`src/rtl/can_acc_pkg.sv`:
```
package can_acc_pkg;
    typedef enum logic [1:0] {
        MODE_W32  = 2'b00,
        MODE_W16  = 2'b01,
        MODE_W8   = 2'b10,
        MODE_SHUT = 2'b11
    } acc_mode_e;

    localparam int unsigned ID_BYTES   = 4;
    localparam int unsigned BANK_BYTES = 2 * ID_BYTES;
    localparam int unsigned HIT_W      = $clog2(BANK_BYTES);
    localparam int unsigned N_LAYOUTS  = 3;
endpackage

```
`src/rtl/acc_filter_regs.sv`:
```
module acc_filter_regs
    import can_acc_pkg::*;
#(
    parameter int unsigned NB = BANK_BYTES,
    parameter int unsigned AW = 5
) (
    input  logic            clk,
    input  logic            rst_n,
    input  logic            we,
    input  logic [AW-1:0]   addr,
    input  logic [7:0]      wdata,
    output logic [NB*8-1:0] code,
    output logic [NB*8-1:0] mask,
    output acc_mode_e       mode
);
    localparam int unsigned MASK_BASE = NB;
    localparam int unsigned MODE_ADDR = 2 * NB;

    always_ff @(posedge clk or negedge rst_n) begin
        if (!rst_n) begin
            code <= '0;
            mask <= '0;
            mode <= MODE_W32;
        end else if (we) begin
            for (int k = 0; k < int'(NB); k++) begin
                if (int'(addr) == k)
                    code[k*8 +: 8] <= wdata;
                if (int'(addr) == k + int'(MASK_BASE))
                    mask[k*8 +: 8] <= wdata;
            end
            if (int'(addr) == int'(MODE_ADDR))
                mode <= acc_mode_e'(wdata[1:0]);
        end
    end
endmodule

```
`src/rtl/acc_match_unit.sv`:
```
module acc_match_unit
    import can_acc_pkg::*;
#(
    parameter int unsigned NB = BANK_BYTES,
    parameter int unsigned IB = ID_BYTES,
    parameter int unsigned HW = HIT_W
) (
    input  logic [NB*8-1:0] code,
    input  logic [NB*8-1:0] mask,
    input  acc_mode_e       mode,
    input  logic [IB*8-1:0] id,
    output logic            any_hit,
    output logic [HW-1:0]   hit_num
);
    logic [NB-1:0] layout_hits [N_LAYOUTS];
    logic [NB-1:0] sel_hits;

    for (genvar m = 0; m < int'(N_LAYOUTS); m++) begin : g_layout
        localparam int BPF = int'(IB) >> m;
        localparam int NF  = int'(NB) / BPF;
        logic [NB-1:0] fhit;
        for (genvar f = 0; f < int'(NB); f++) begin : g_filt
            if (f < NF) begin : g_used
                logic [BPF-1:0] byte_ok;
                for (genvar b = 0; b < BPF; b++) begin : g_byte
                    localparam int K = f * BPF + b;
                    assign byte_ok[b] =
                        &(~(id[b*8 +: 8] ^ code[K*8 +: 8]) | mask[K*8 +: 8]);
                end
                assign fhit[f] = &byte_ok;
            end else begin : g_none
                assign fhit[f] = 1'b0;
            end
        end
        assign layout_hits[m] = fhit;
    end

    always_comb begin
        unique case (mode)
            MODE_W32:  sel_hits = layout_hits[0];
            MODE_W16:  sel_hits = layout_hits[1];
            MODE_W8:   sel_hits = layout_hits[2];
            MODE_SHUT: sel_hits = '0;
            default:   sel_hits = '0;
        endcase
    end

    always_comb begin
        hit_num = '0;
        for (int k = int'(NB) - 1; k >= 0; k--) begin
            if (sel_hits[k])
                hit_num = HW'(k);
        end
        any_hit = |sel_hits;
    end
endmodule

```
`src/rtl/acc_rx_queue.sv`:
```
module acc_rx_queue #(
    parameter int unsigned DEPTH = 4,
    parameter int unsigned DW    = 35,
    localparam int unsigned PW   = $clog2(DEPTH),
    localparam int unsigned CW   = $clog2(DEPTH + 1)
) (
    input  logic          clk,
    input  logic          rst_n,
    input  logic          push,
    input  logic [DW-1:0] push_data,
    input  logic          pop,
    input  logic          ovr_clr,
    output logic          fg_valid,
    output logic [DW-1:0] fg_data,
    output logic [CW-1:0] count,
    output logic          overrun
);
    typedef enum logic [1:0] {Q_EMPTY, Q_PART, Q_FULL} q_state_e;

    q_state_e      state, state_n;
    logic [DW-1:0] mem [DEPTH];
    logic [PW-1:0] rd_ptr, wr_ptr, rd_n;
    logic [CW-1:0] count_n;
    logic          pop_ok, push_ok, drop;

    function automatic logic [PW-1:0] bump(input logic [PW-1:0] p);
        return (int'(p) == int'(DEPTH) - 1) ? '0 : p + 1'b1;
    endfunction

    assign pop_ok  = pop && (state != Q_EMPTY);
    assign push_ok = push && ((state != Q_FULL) || pop_ok);
    assign drop    = push && !push_ok;
    assign rd_n    = pop_ok ? bump(rd_ptr) : rd_ptr;
    assign count_n = count + CW'(push_ok) - CW'(pop_ok);

    // next-state logic: ARRIVE_FIRST, DRAIN_LAST, FILL_LAST, FREE_ONE
    always_comb begin
        state_n = state;
        unique case (state)
            Q_EMPTY: if (push_ok) state_n = Q_PART;
            Q_PART: begin
                if (count_n == '0)
                    state_n = Q_EMPTY;
                else if (int'(count_n) == int'(DEPTH))
                    state_n = Q_FULL;
            end
            Q_FULL: if (pop_ok && !push_ok) state_n = Q_PART;
            default: state_n = Q_EMPTY;
        endcase
    end

    // state register
    always_ff @(posedge clk or negedge rst_n) begin
        if (!rst_n) state <= Q_EMPTY;
        else        state <= state_n;
    end

    // storage and pointers
    always_ff @(posedge clk or negedge rst_n) begin
        if (!rst_n) begin
            rd_ptr <= '0;
            wr_ptr <= '0;
            count  <= '0;
            for (int k = 0; k < int'(DEPTH); k++) mem[k] <= '0;
        end else begin
            if (push_ok) begin
                mem[wr_ptr] <= push_data;
                wr_ptr      <= bump(wr_ptr);
            end
            rd_ptr <= rd_n;
            count  <= count_n;
        end
    end

    // outputs: foreground slot and overrun flag
    always_ff @(posedge clk or negedge rst_n) begin
        if (!rst_n) begin
            fg_data  <= '0;
            fg_valid <= 1'b0;
            overrun  <= 1'b0;
        end else begin
            fg_valid <= (state_n != Q_EMPTY);
            if ((count_n != '0) && (pop_ok || state == Q_EMPTY))
                fg_data <= (push_ok && wr_ptr == rd_n) ? push_data : mem[rd_n];
            if (drop)
                overrun <= 1'b1;
            else if (ovr_clr)
                overrun <= 1'b0;
        end
    end
endmodule

```
`src/rtl/can_accept_bank.sv`:
```
module can_accept_bank
    import can_acc_pkg::*;
#(
    parameter int unsigned DEPTH = 4,
    localparam int unsigned AW   = $clog2(2 * BANK_BYTES + 1),
    localparam int unsigned IW   = ID_BYTES * 8,
    localparam int unsigned CW   = $clog2(DEPTH + 1)
) (
    input  logic          clk,
    input  logic          rst_n,
    input  logic          cfg_we,
    input  logic [AW-1:0] cfg_addr,
    input  logic [7:0]    cfg_wdata,
    input  logic          frame_valid,
    input  logic [IW-1:0] frame_id,
    input  logic          host_ack,
    input  logic          ovr_clr,
    output logic          fg_valid,
    output logic [IW-1:0] fg_id,
    output logic [HIT_W-1:0] hit_idx,
    output logic [CW-1:0] fifo_count,
    output logic          overrun
);
    localparam int unsigned DW = IW + HIT_W;

    logic [BANK_BYTES*8-1:0] code_q, mask_q;
    acc_mode_e               mode_q;
    logic                    any_hit;
    logic [HIT_W-1:0]        hit_num;
    logic [DW-1:0]           fg_data;

    acc_filter_regs #(.NB(BANK_BYTES), .AW(AW)) u_regs (
        .clk(clk), .rst_n(rst_n), .we(cfg_we), .addr(cfg_addr),
        .wdata(cfg_wdata), .code(code_q), .mask(mask_q), .mode(mode_q)
    );

    acc_match_unit #(.NB(BANK_BYTES), .IB(ID_BYTES), .HW(HIT_W)) u_match (
        .code(code_q), .mask(mask_q), .mode(mode_q), .id(frame_id),
        .any_hit(any_hit), .hit_num(hit_num)
    );

    acc_rx_queue #(.DEPTH(DEPTH), .DW(DW)) u_queue (
        .clk(clk), .rst_n(rst_n),
        .push(frame_valid && any_hit), .push_data({hit_num, frame_id}),
        .pop(host_ack), .ovr_clr(ovr_clr),
        .fg_valid(fg_valid), .fg_data(fg_data),
        .count(fifo_count), .overrun(overrun)
    );

    assign hit_idx = fg_data[DW-1 -: HIT_W];
    assign fg_id   = fg_data[IW-1:0];
endmodule

```
`config.mk`:
```
export PLATFORM = sky130hd
export DESIGN_NAME = can_accept_bank
export DESIGN_NICKNAME = d
export VERILOG_FILES = /design/src/rtl/can_acc_pkg.sv /design/src/rtl/acc_filter_regs.sv /design/src/rtl/acc_match_unit.sv /design/src/rtl/acc_rx_queue.sv /design/src/rtl/can_accept_bank.sv
export SDC_FILE = /design/constraint.sdc
export NUM_CORES = 1
export LEC_CHECK = 0
export BUFFER_PORTS_ARGS = -buffer_cell sky130_fd_sc_hd__buf_4
export CELL_PAD_IN_SITES_DETAIL_PLACEMENT = 1
export CELL_PAD_IN_SITES_GLOBAL_PLACEMENT = 1
export CORE_UTILIZATION = 56
export CTS_BUF_LIST = sky130_fd_sc_hd__clkbuf_8
export DETAILED_ROUTE_END_ITERATION = 10
export GPL_TIMING_DRIVEN = 0
export MAX_ROUTING_LAYER = met4
export PLACE_DENSITY = 0.87
export SKIP_CTS_REPAIR_TIMING = 1
export SYNTH_ARGS = -nofsm -noshare
export SYNTH_HDL_FRONTEND = slang
export SYNTH_SLANG_ARGS = --single-unit
export TNS_END_PERCENT = 20
```
`constraint.sdc`:
```
create_clock -name clk -period 5.4 [get_ports clk]
set_clock_uncertainty 0.1 [all_clocks]
set_input_delay 0.81 -clock clk [delete_from_list [all_inputs] [get_ports clk]]
set_output_delay 0.81 -clock clk [all_outputs]
set_load 0.02 [all_outputs]
```
==> results of run 1 <==
-- cell type report --
| cell class | instances | area, sq um | share of cell area (%) |
|---|---|---|---|
| Buffer | 97 | 634 | 3.53 |
| Inverter | 16 | 60.1 | 0.334 |
| Multi-Input combinational cell | 904 | 7320 | 40.7 |
| Timing Repair Buffer | 68 | 558 | 3.10 |
| Sequential cell | 316 | 7910 | 44.0 |
| Clock inverter | 19 | 101 | 0.564 |
| Antenna cell | 1 | 2.50 | 0.0139 |
| Tap cell | 378 | 473 | 2.63 |
| Clock buffer | 67 | 922 | 5.13 |
-- metrics by stage --
stage               hold slack, ns  TNS, ns
floorplan                    0.358        0
global placement             0.367   -18.43
detailed placement           0.375   -25.76
CTS                          0.207    -8.13
global route                 0.265        0
finish                       0.127        0
-- final timing paths --
kind,from,end,cells past startpoint
max in group asynchronous,rst_n,u_regs.mask[36]$_DFFE_PN0P_,2
worst min-delay path,rst_n,u_queue.count[2]$_DFF_PN0_,1
worst max-delay path,frame_id[0],u_queue.fg_data[4]$_DFFE_PN0P_,17
worst max register to register,u_regs.code[55]$_DFFE_PN0P_,u_queue.fg_data[4]$_DFFE_PN0P_,15
min in group clk,ovr_clr,u_queue.overrun$_DFFE_PN0P_,2
worst min register to register,u_queue.fg_data[29]$_DFFE_PN0P_,u_queue.fg_data[29]$_DFFE_PN0P_,2
-- power by group through the flow --
| stage | Sequential [W] | Combinational (W) | Clock, W |
|---|---|---|---|
| 2_1_floorplan | 0.00339 | 0.00200 | 0 |
| 3_3_place_gp | 0.00334 | 0.00297 | 0 |
| 3_5_place_dp | 0.00338 | 0.00314 | 0 |
| 4_1_cts | 0.00337 | 0.00322 | 0.00215 |
| 5_1_grt | 0.00343 | 0.00349 | 0.00223 |
| 6_report | 0.00338 | 0.00325 | 0.00212 |
-- cell usage in the layout, fill, tap and decap left out, types with 21 or more instances in the layout --
cell type / n
dfrtp_1: 316
nand2_1: 199
mux2_2: 147
xnor2_1: 123
mux2_4: 90
buf_4: 70
clkbuf_8: 67
clkbuf_1: 53
o22ai_1: 50
a31oi_1: 38
mux2i_1: 36
and3_1: 36
o21ai_1: 33
mux2_1: 30
inv_1: 29
nor2_1: 21
-- sequential cells by signal (all words and copies together), names as in the netlist --
register,flops
u_regs.code,64
u_regs.mode,2
u_queue.state,2
u_queue.fg_valid,1
u_queue.mem,140
u_queue.rd_ptr,2
u_queue.wr_ptr,2
u_regs.mask,64
u_queue.count,3
u_queue.fg_data,35
u_queue.overrun,1
-- logic make-up (layout without fill, tap and decap cells) --
family / Yosys count / in the layout / synth area share (%)
flops: 316 / 316 / 49.7
compound gates: 163 / 163 / 6.33
xor+xnor: 132 / 132 / 7.27
other cells: 0 / 1 / 0
fa+ha+maj: 8 / 8 / 0.677
buf+inv: 113 / 267 / 4.34
simple gates: 298 / 298 / 8.36
mux: 303 / 303 / 23.3
-- metal layers --
metal | GRT usage [%] | wire length, microns
met2 | 59.1 | 24100
met4 | 18.2 | 2550
met5 | - | 0
met1 | 43.1 | 20100
met3 | 5.57 | 2190
==> impl_metrics.tcl, run 1 <==
set metrics [dict create \
    outcome "complete, no violations" \
    yosysTopAreaCell "dfrtp_1" \
    crit_arrival_ns 5.56 \
    cts_max_level 2 \
    finalCritPeriodShare_pct 95.7 \
    first_pass_iters 5 \
    synth.most_common_cell "dfrtp_1" \
    start_util_pct 57.1 \
    io_pins 91 \
    slowest_stage "nor4_1" \
    drc 0 \
    utilization_pct 64.5 \
    slew_viol_final 0 \
    finalNonFillerCells 1866 \
    p_int_w 0.00541 \
    clkPwrFrac_pct 24.3 \
    via_count 11436 \
    core_sq_mm 0.0279 \
    path_delay_family "compound AO/OA/AOI/OAI gates" \
    area_growth_pct 13.1 \
    synth_common_cells "dfrtp_1, nand2_1, mux2_2" \
    yosys.area.top_type_share_pct 49.7 \
    nNetsFinal 1515 \
    final_area_sq_mm 0.0180 \
    pwr-share-comb_pct 37.1 \
    crit_fanout 10 \
    cts_root_buffer "clkbuf_8" \
    worst_setup_path_start_kind "input port" \
    timing.final.ws_setup_ns 0.230 \
    crit_buf_inv 4 \
    swShare_pct 38.1 \
    drtAntennaViolNets 0 \
    yosysWarnings 0 \
    synth_edf_count 0 \
    num_rows 61 \
    fp.dieH_microns 171 \
    grt_max_degree 118 \
    rrSetupSlack_ns 0.42 \
    postSynth.asyncResetShare_pct 100 \
    rsz0062_at_grt "no" \
    syn_nets 1392 \
    cp.required_ns 5.79 \
    synth_cell_type_count 54 \
    hold_viol_final 0 \
    fmax_mhz 193 \
    synth_cells 1333 \
    clock_path_buffers 3 \
    placed_cell_area_sq_mm 0.0169 \
    dp_slack_ns -0.894 \
    netlist_area_sq_mm 0.0159 \
    port_buffers 66 \
    power_frac_seq_pct 38.6 \
    tightest_slew_ns 1.20 \
    powerDensity_mw_per_mm2 487 \
    drt_iter0_drc 668 \
    grt_use_total_pct 36.0 \
    path_class "input port to register" \
    peakVddDrop_uv 210 \
    clock-sinks 316 \
    avgRoutedWirePerCell_microns 26.2 \
    cts_buffers 53 \
    setup_violations 0 \
    p_sw_w 0.00334 \
    slew_headroom_pct 17.4 \
    dp_hpwl_microns 31700 \
    power.leakage_nw 8.26 \
    synth.area.top_cells "dfrtp_1, mux2_2, mux2_4" \
    antenna_found_initial 1 \
    ys_ff_latch 316 \
    vias_per_cell 6.13 \
    drive_gt1_share_pct 28.9 \
    synth_area_per_cell_sq_um 11.9 \
    overflow 0 \
    fp.dieW_microns 171 \
    routed_wl_microns 49000 \
    min_period_ns 5.17 \
    cts_tree "yes" \
    clkTransAtPathRegs_ns 0.06 \
    crit_chain "buf_4 -> buf_4 -> xnor2_1 -> o22ai_1 -> nor4_1 -> o2111ai_1 -> o21ai_1 -> o41a_1 -> buf_6 -> and2_0 -> ha_1 -> fa_1 -> nor3_1 -> o21bai_2 -> clkbuf_1 -> nand2_1 -> o21ai_1" \
    setup.worst_path.end_class "register" \
    hp-class "input port to async pin" \
    grt_pass1_wl_microns 75400 \
    dieArea_sq_mm 0.0291 \
    synth-seq-area-share_pct 49.7 \
    synthFlopType "dfrtp_1" \
    totalPowerFinal_w 0.00875 \
    place.gp.congestion 0.903 \
    clkLatencyLatePin_ns 0.59 \
    grt_pass1_vias 12665 \
    n_fill_cell 2892 \
    timing.max_cap.violations 0 \
    post-place-cells 1779 \
    critPathMaxStageDelay_ns 0.75 \
]
(Power assumes the default switching activity.)
==> run 2, diff against run 1 <==
--- a/config.mk
+++ b/config.mk
@@ -5,10 +5,12 @@
 export SDC_FILE = /design/constraint.sdc
 export NUM_CORES = 1
 export LEC_CHECK = 0
+export ABC_AREA = 1
+export ABC_CLOCK_PERIOD_IN_PS = 5400
 export BUFFER_PORTS_ARGS = -buffer_cell sky130_fd_sc_hd__buf_4
 export CELL_PAD_IN_SITES_DETAIL_PLACEMENT = 1
 export CELL_PAD_IN_SITES_GLOBAL_PLACEMENT = 1
-export CORE_UTILIZATION = 56
+export CORE_UTILIZATION = 50
 export CTS_BUF_LIST = sky130_fd_sc_hd__clkbuf_8
 export DETAILED_ROUTE_END_ITERATION = 10
 export GPL_TIMING_DRIVEN = 0
==> impl_metrics.tcl, run 2 <==
set metrics [dict create \
    outcome "complete, no violations" \
    hold_viol_final 0 \
    routed_wl_microns 66100 \
    num_rows 66 \
    via_count 17042 \
    worstReg2RegEnd "u_queue.fg_data[29]$_DFFE_PN0P_" \
    grt_max_degree 118 \
    antenna_found_initial 0 \
    fin_setup_tns_ns 0 \
    slowest_stage "fa_1" \
    dp_hpwl_microns 46600 \
    setup.worst_path.end_class "register" \
    cts_tree "yes" \
    synth.most_common_cell "nand2_1" \
    cts_max_level 2 \
    io_pins 91 \
    postSynth.asyncResetShare_pct 100 \
    final_common_cell "nand2_1" \
    fp.dieH_microns 184 \
    area_growth_pct 14.0 \
    synthFlopType "dfrtp_1" \
    top_register "u_queue.mem" \
    fp.dieW_microns 184 \
    grt_use_total_pct 41.2 \
    grt_pass1_vias 17757 \
    worst_setup_path_start_kind "input port" \
    largest_reg_flops 140 \
    nNetsFinal 2512 \
    clkLatencyLatePin_ns 0.65 \
    synth_common_cells "nand2_1, o21ai_0, dfrtp_1" \
    first_pass_iters 5 \
    clock-sinks 316 \
    netlist_area_sq_mm 0.0166 \
    dieArea_sq_mm 0.0339 \
    yosysWarnings 0 \
    drt_iter0_drc 1285 \
    slew_viol_final 0 \
    clock_path_buffers 3 \
    start_util_pct 50.9 \
    vias_per_cell 5.81 \
    core_sq_mm 0.0326 \
    reg.largest.list "u_queue.mem: 140 flops, u_regs.code: 64 flops, u_regs.mask: 64 flops" \
    yosysTopAreaCell "dfrtp_1" \
    slew_headroom_pct 38.6 \
    yosys.area.top_type_share_pct 47.7 \
    worst_r2r_startpoint "u_regs.code[5]$_DFFE_PN0P_" \
    cp.required_ns 5.83 \
    timing.max_cap.violations 0 \
    ys_ff_latch 316 \
    hp-class "input port to async pin" \
    path_class "input port to register" \
    setup_violations 0 \
    place.gp.congestion 0.951 \
    finalCritPeriodShare_pct 94.0 \
    peakVddDrop_uv 380 \
    tightest_slew_ns 0.922 \
    cts_root_buffer "clkbuf_8" \
    cts_buffers 54 \
    grt_pass1_wl_microns 101000 \
    port_buffers 74 \
    syn_nets 2374 \
    powerDensity_mw_per_mm2 570 \
    overflow 0 \
    rrSetupSlack_ns 0.58 \
    drc 0 \
    synth_area_per_cell_sq_um 7.17 \
    mostFrequentLayoutCells "nand2_1, o21ai_0, dfrtp_1" \
    rsz0062_at_grt "no" \
    fmax_mhz 197 \
    holdWs_ns 0.110 \
    r2r_cells 25 \
    min_period_ns 5.08 \
    synth_edf_count 0 \
    critPathMaxStageDelay_ns 0.46 \
    synth_cells 2315 \
    drive_gt1_share_pct 9.83 \
    avgRoutedWirePerCell_microns 22.5 \
    power.leakage_nw 9.76 \
    crit_fanout 10 \
    drtAntennaViolNets 0 \
    crit_chain "buf_2 -> buf_2 -> a21oi_1 -> o21ai_0 -> nand2_1 -> nor2_1 -> nand3_1 -> nand2_1 -> nor2_1 -> inv_2 -> nor2_4 -> nor2_8 -> nand2_8 -> buf_6 -> inv_1 -> ha_1 -> fa_1 -> nor2_1 -> inv_1 -> o22ai_4 -> clkinvlp_4 -> clkbuf_1 -> nand3_1 -> nand2_1" \
    n_antenna_cell 0 \
    synth-seq-area-share_pct 47.7 \
    clkTransAtPathRegs_ns 0.06 \
    crit_arrival_ns 5.51 \
    synth.area.top_cells "dfrtp_1, nand2_1, o21ai_0" \
    synth_cell_type_count 33 \
]
==> run 2: worst max-delay path: cells and delay by family <==
family	cells	cell delay (ns)
AND/OR/NAND/NOR	11	1.70
adder cells (fa/ha/maj)	2	0.69
buffers and inverters	8	1.78
AO/OA/AOI/OAI	3	0.49
==> run 2: worst max-delay path by stage <==
stage / start / to / slack (ns) / cells past startpoint
final: frame_id[4] / u_queue.fg_data[29]$_DFFE_PN0P_ / 0.32 / 24
after global routing: frame_id[6] / u_queue.fg_data[29]$_DFFE_PN0P_ / 0.12 / 26
after CTS: frame_id[4] / u_queue.fg_data[29]$_DFFE_PN0P_ / -0.91 / 24
after detailed placement: frame_id[4] / u_queue.fg_data[29]$_DFFE_PN0P_ / -1.51 / 24
after global placement: frame_id[4] / u_queue.fg_data[29]$_DFFE_PN0P_ / -1.27 / 24
after floorplan: frame_id[0] / u_queue.fg_data[10]$_DFFE_PN0P_ / 0.91 / 24
==> run 2: layout make-up <==
class | count | area, sq um
Fill cell | 4308 | 13700
Timing Repair Buffer | 82 | 663
Tap cell | 442 | 553
Clock inverter | 25 | 111
Multi-Input combinational cell | 1597 | 7090
Buffer | 123 | 561
Sequential cell | 316 | 7910
Clock buffer | 71 | 977
Inverter | 279 | 1050
==> run 2: stage by stage <==
step | instance area [sq um] | power, W | setup WS [ns] | cells | util, %
2_1_floorplan | 16600 | 0.00652 | 0.908 | 2315 | -
3_3_place_gp | 17700 | 0.00801 | -1.27 | 2831 | 54.3
3_5_place_dp | 17800 | 0.00829 | -1.51 | 2833 | 54.5
4_1_cts | 18900 | 0.0106 | -0.909 | 2929 | 57.8
5_1_grt | 18900 | 0.0114 | 0.125 | 2935 | 58.0
6_report | 18900 | 0.0108 | 0.322 | 2935 | 58.0
==> run 2: power by group <==
group          switching, W  leakage [nW]  total, W  internal (W)
logic               0.00334          5.15   0.00482       0.00148
clock network       0.00105         0.627   0.00222       0.00117
registers          0.000511          3.98   0.00374       0.00323
==> run 2: cells by family after synthesis <==
group	after synthesis	share of synthesized area, %
AO/OA/AOI/OAI	413	12.5
XOR/XNOR	4	0.211
adder cells (fa/ha/maj)	8	0.649
buffers and inverters	402	9.69
flip-flops	316	47.7
AND/OR/NAND/NOR	1172	29.2
==> run 2: routing by layer <==
layer	GRT usage [%]	routed length, microns	vias to the layer above
met5	-	0	-
met4	24.3	4120	0
met2	67.8	31800	703
met3	5.77	4160	249
li1	-	-	7591
met1	48.2	26100	8499
==> run 3, diff against run 2 <==
--- a/config.mk
+++ b/config.mk
@@ -13,9 +13,8 @@
 export CORE_UTILIZATION = 50
 export CTS_BUF_LIST = sky130_fd_sc_hd__clkbuf_8
 export DETAILED_ROUTE_END_ITERATION = 10
-export GPL_TIMING_DRIVEN = 0
 export MAX_ROUTING_LAYER = met4
-export PLACE_DENSITY = 0.87
+export PLACE_DENSITY = 0.84
 export SKIP_CTS_REPAIR_TIMING = 1
 export SYNTH_ARGS = -nofsm -noshare
 export SYNTH_HDL_FRONTEND = slang
==> impl_metrics.tcl, run 3 (same netlist as run 2, synthesis figures left out) <==
set metrics [dict create \
    outcome "complete, no violations" \
    area_growth_pct 12.3 \
    worstReg2RegEnd "u_queue.fg_data[32]$_DFFE_PN0P_" \
    setup_violations 0 \
    timing.final.ws_setup_ns 1.05 \
    final_area_sq_mm 0.0186 \
    setup.worst_path.end_class "register" \
    placed_cell_area_sq_mm 0.0175 \
    crit_fanout 37 \
    critPathMaxStageDelay_ns 0.46 \
    first_pass_iters 5 \
    fp.dieW_microns 184 \
    drc 0 \
    hp-class "input port to async pin" \
    rrSetupSlack_ns 1.14 \
    drtAntennaViolNets 0 \
    start_util_pct 50.9 \
    fp.dieH_microns 184 \
    overflow 0 \
    io_pins 91 \
    final_common_cell "nand2_1" \
    num_rows 66 \
    clkTransAtPathRegs_ns 0.06 \
    antenna_found_initial 0 \
    core_sq_mm 0.0326 \
    clock_path_buffers 3 \
    worst_setup_path_start_kind "input port" \
    via_count 16016 \
    powerDensity_mw_per_mm2 570 \
    drt_iter0_drc 1185 \
    path_class "input port to register" \
    clock-sinks 316 \
    cts_max_level 2 \
    worst_r2r_startpoint "u_regs.mode[0]$_DFFE_PN0P_" \
    nNetsFinal 2417 \
    power.leakage_nw 9.60 \
    avgRoutedWirePerCell_microns 21.3 \
    fin_setup_tns_ns 0 \
    largest_reg_flops 140 \
    cts_buffers 55 \
    timing.max_cap.violations 0 \
    crit_arrival_ns 4.74 \
    cp.required_ns 5.79 \
    peakVddDrop_uv 448 \
    dieArea_sq_mm 0.0339 \
    slew_viol_final 0 \
    grt_use_total_pct 38.3 \
    slowest_stage "fa_1" \
    cts_tree "yes" \
    grt_max_degree 124 \
    vias_per_cell 5.64 \
    grt_pass1_vias 16725 \
    dp_hpwl_microns 40500 \
    reg.largest.list "u_queue.mem: 140 flops, u_regs.code: 64 flops, u_regs.mask: 64 flops" \
    cts_root_buffer "clkbuf_8" \
    slew_headroom_pct 22.7 \
    mostFrequentLayoutCells "nand2_1, o21ai_0, dfrtp_1" \
    drive_gt1_share_pct 9.21 \
    dp_slack_ns 0.563 \
    finalCritPeriodShare_pct 80.5 \
    crit_path_frequent_cell "nand2_1" \
    min_period_ns 4.35 \
    fmax_mhz 230 \
    n_antenna_cell 0 \
    grt_pass1_wl_microns 95200 \
    place.gp.congestion 0.906 \
    rsz0062_at_grt "no" \
    utilization_pct 57.1 \
    hold_viol_final 0 \
    r2r_cells 22 \
    top_register "u_queue.mem" \
    tightest_slew_ns 1.16 \
    routed_wl_microns 60500 \
    clkLatencyLatePin_ns 0.62 \
    port_buffers 90 \
]
[run 3: cell count changes in the layout (fill, tap and decap cells not counted), sizes merged]
cell,delta
clkbuf,-76
buf,-20
clkinv,+5
bufinv,+3
inv,-3
clkinvlp,-2
[run 3: layer usage]
metal	GRT usage, %	vias up	wire length [microns]
li1	-	7396	-
met1	48.2	7857	25400
met2	60.3	570	28200
met3	6.88	193	4010
met4	17.3	0	2800
met5	-	-	0
[run 3: cell type report]
cell class              count  area [sq um]
well taps                 442           553
repair buffers            109           863
clock buffers              71           977
inverters                 279          1050
fillers                  4248         14000
multi-input cells        1597          7090
clock inverters            28           198
flip-flops and latches    316          7910
[run 3: how the worst max path moves through the flow]
stage | start | to | slack, ns | cells past startpoint
finish | frame_id[3] | u_queue.fg_data[32]$_DFFE_PN0P_ | 1.05 | 25
global route | frame_id[3] | u_queue.fg_data[3]$_DFFE_PN0P_ | 0.82 | 24
CTS | frame_id[3] | u_queue.fg_data[32]$_DFFE_PN0P_ | 1.13 | 25
detailed placement | frame_id[3] | u_queue.fg_data[32]$_DFFE_PN0P_ | 0.56 | 24
global placement | frame_id[3] | u_queue.fg_data[23]$_DFFE_PN0P_ | 0.72 | 25
floorplan | frame_id[0] | u_queue.fg_data[10]$_DFFE_PN0P_ | 0.91 | 24
[run 3: critical path: cells and delay by family]
family | cells | cell delay (ns)
adder cells (fa/ha/maj) | 2 | 0.66
buffers and inverters | 6 | 1.17
AO/OA/AOI/OAI | 1 | 0.14
AND/OR/NAND/NOR | 16 | 1.91
[run 3: stage by stage]
| stage | std cells | power [W] | hold slack [ns] |
|---|---|---|---|
| after CTS | 2842 | 0.0106 | 0.238 |
| after global placement | 2743 | 0.00797 | 0.358 |
| after detailed placement | 2743 | 0.00820 | 0.366 |
| after floorplan | 2315 | 0.00652 | 0.344 |
| final | 2842 | 0.0106 | 0.178 |
| after global routing | 2842 | 0.0114 | 0.238 |
[run 3: report_power, final]
| part | internal [W] | switching, W |
|---|---|---|
| clock network | 0.00132 | 0.00103 |
| registers | 0.00323 | 0.000519 |
| logic | 0.00140 | 0.00312 |
| total | 0.00595 | 0.00468 |
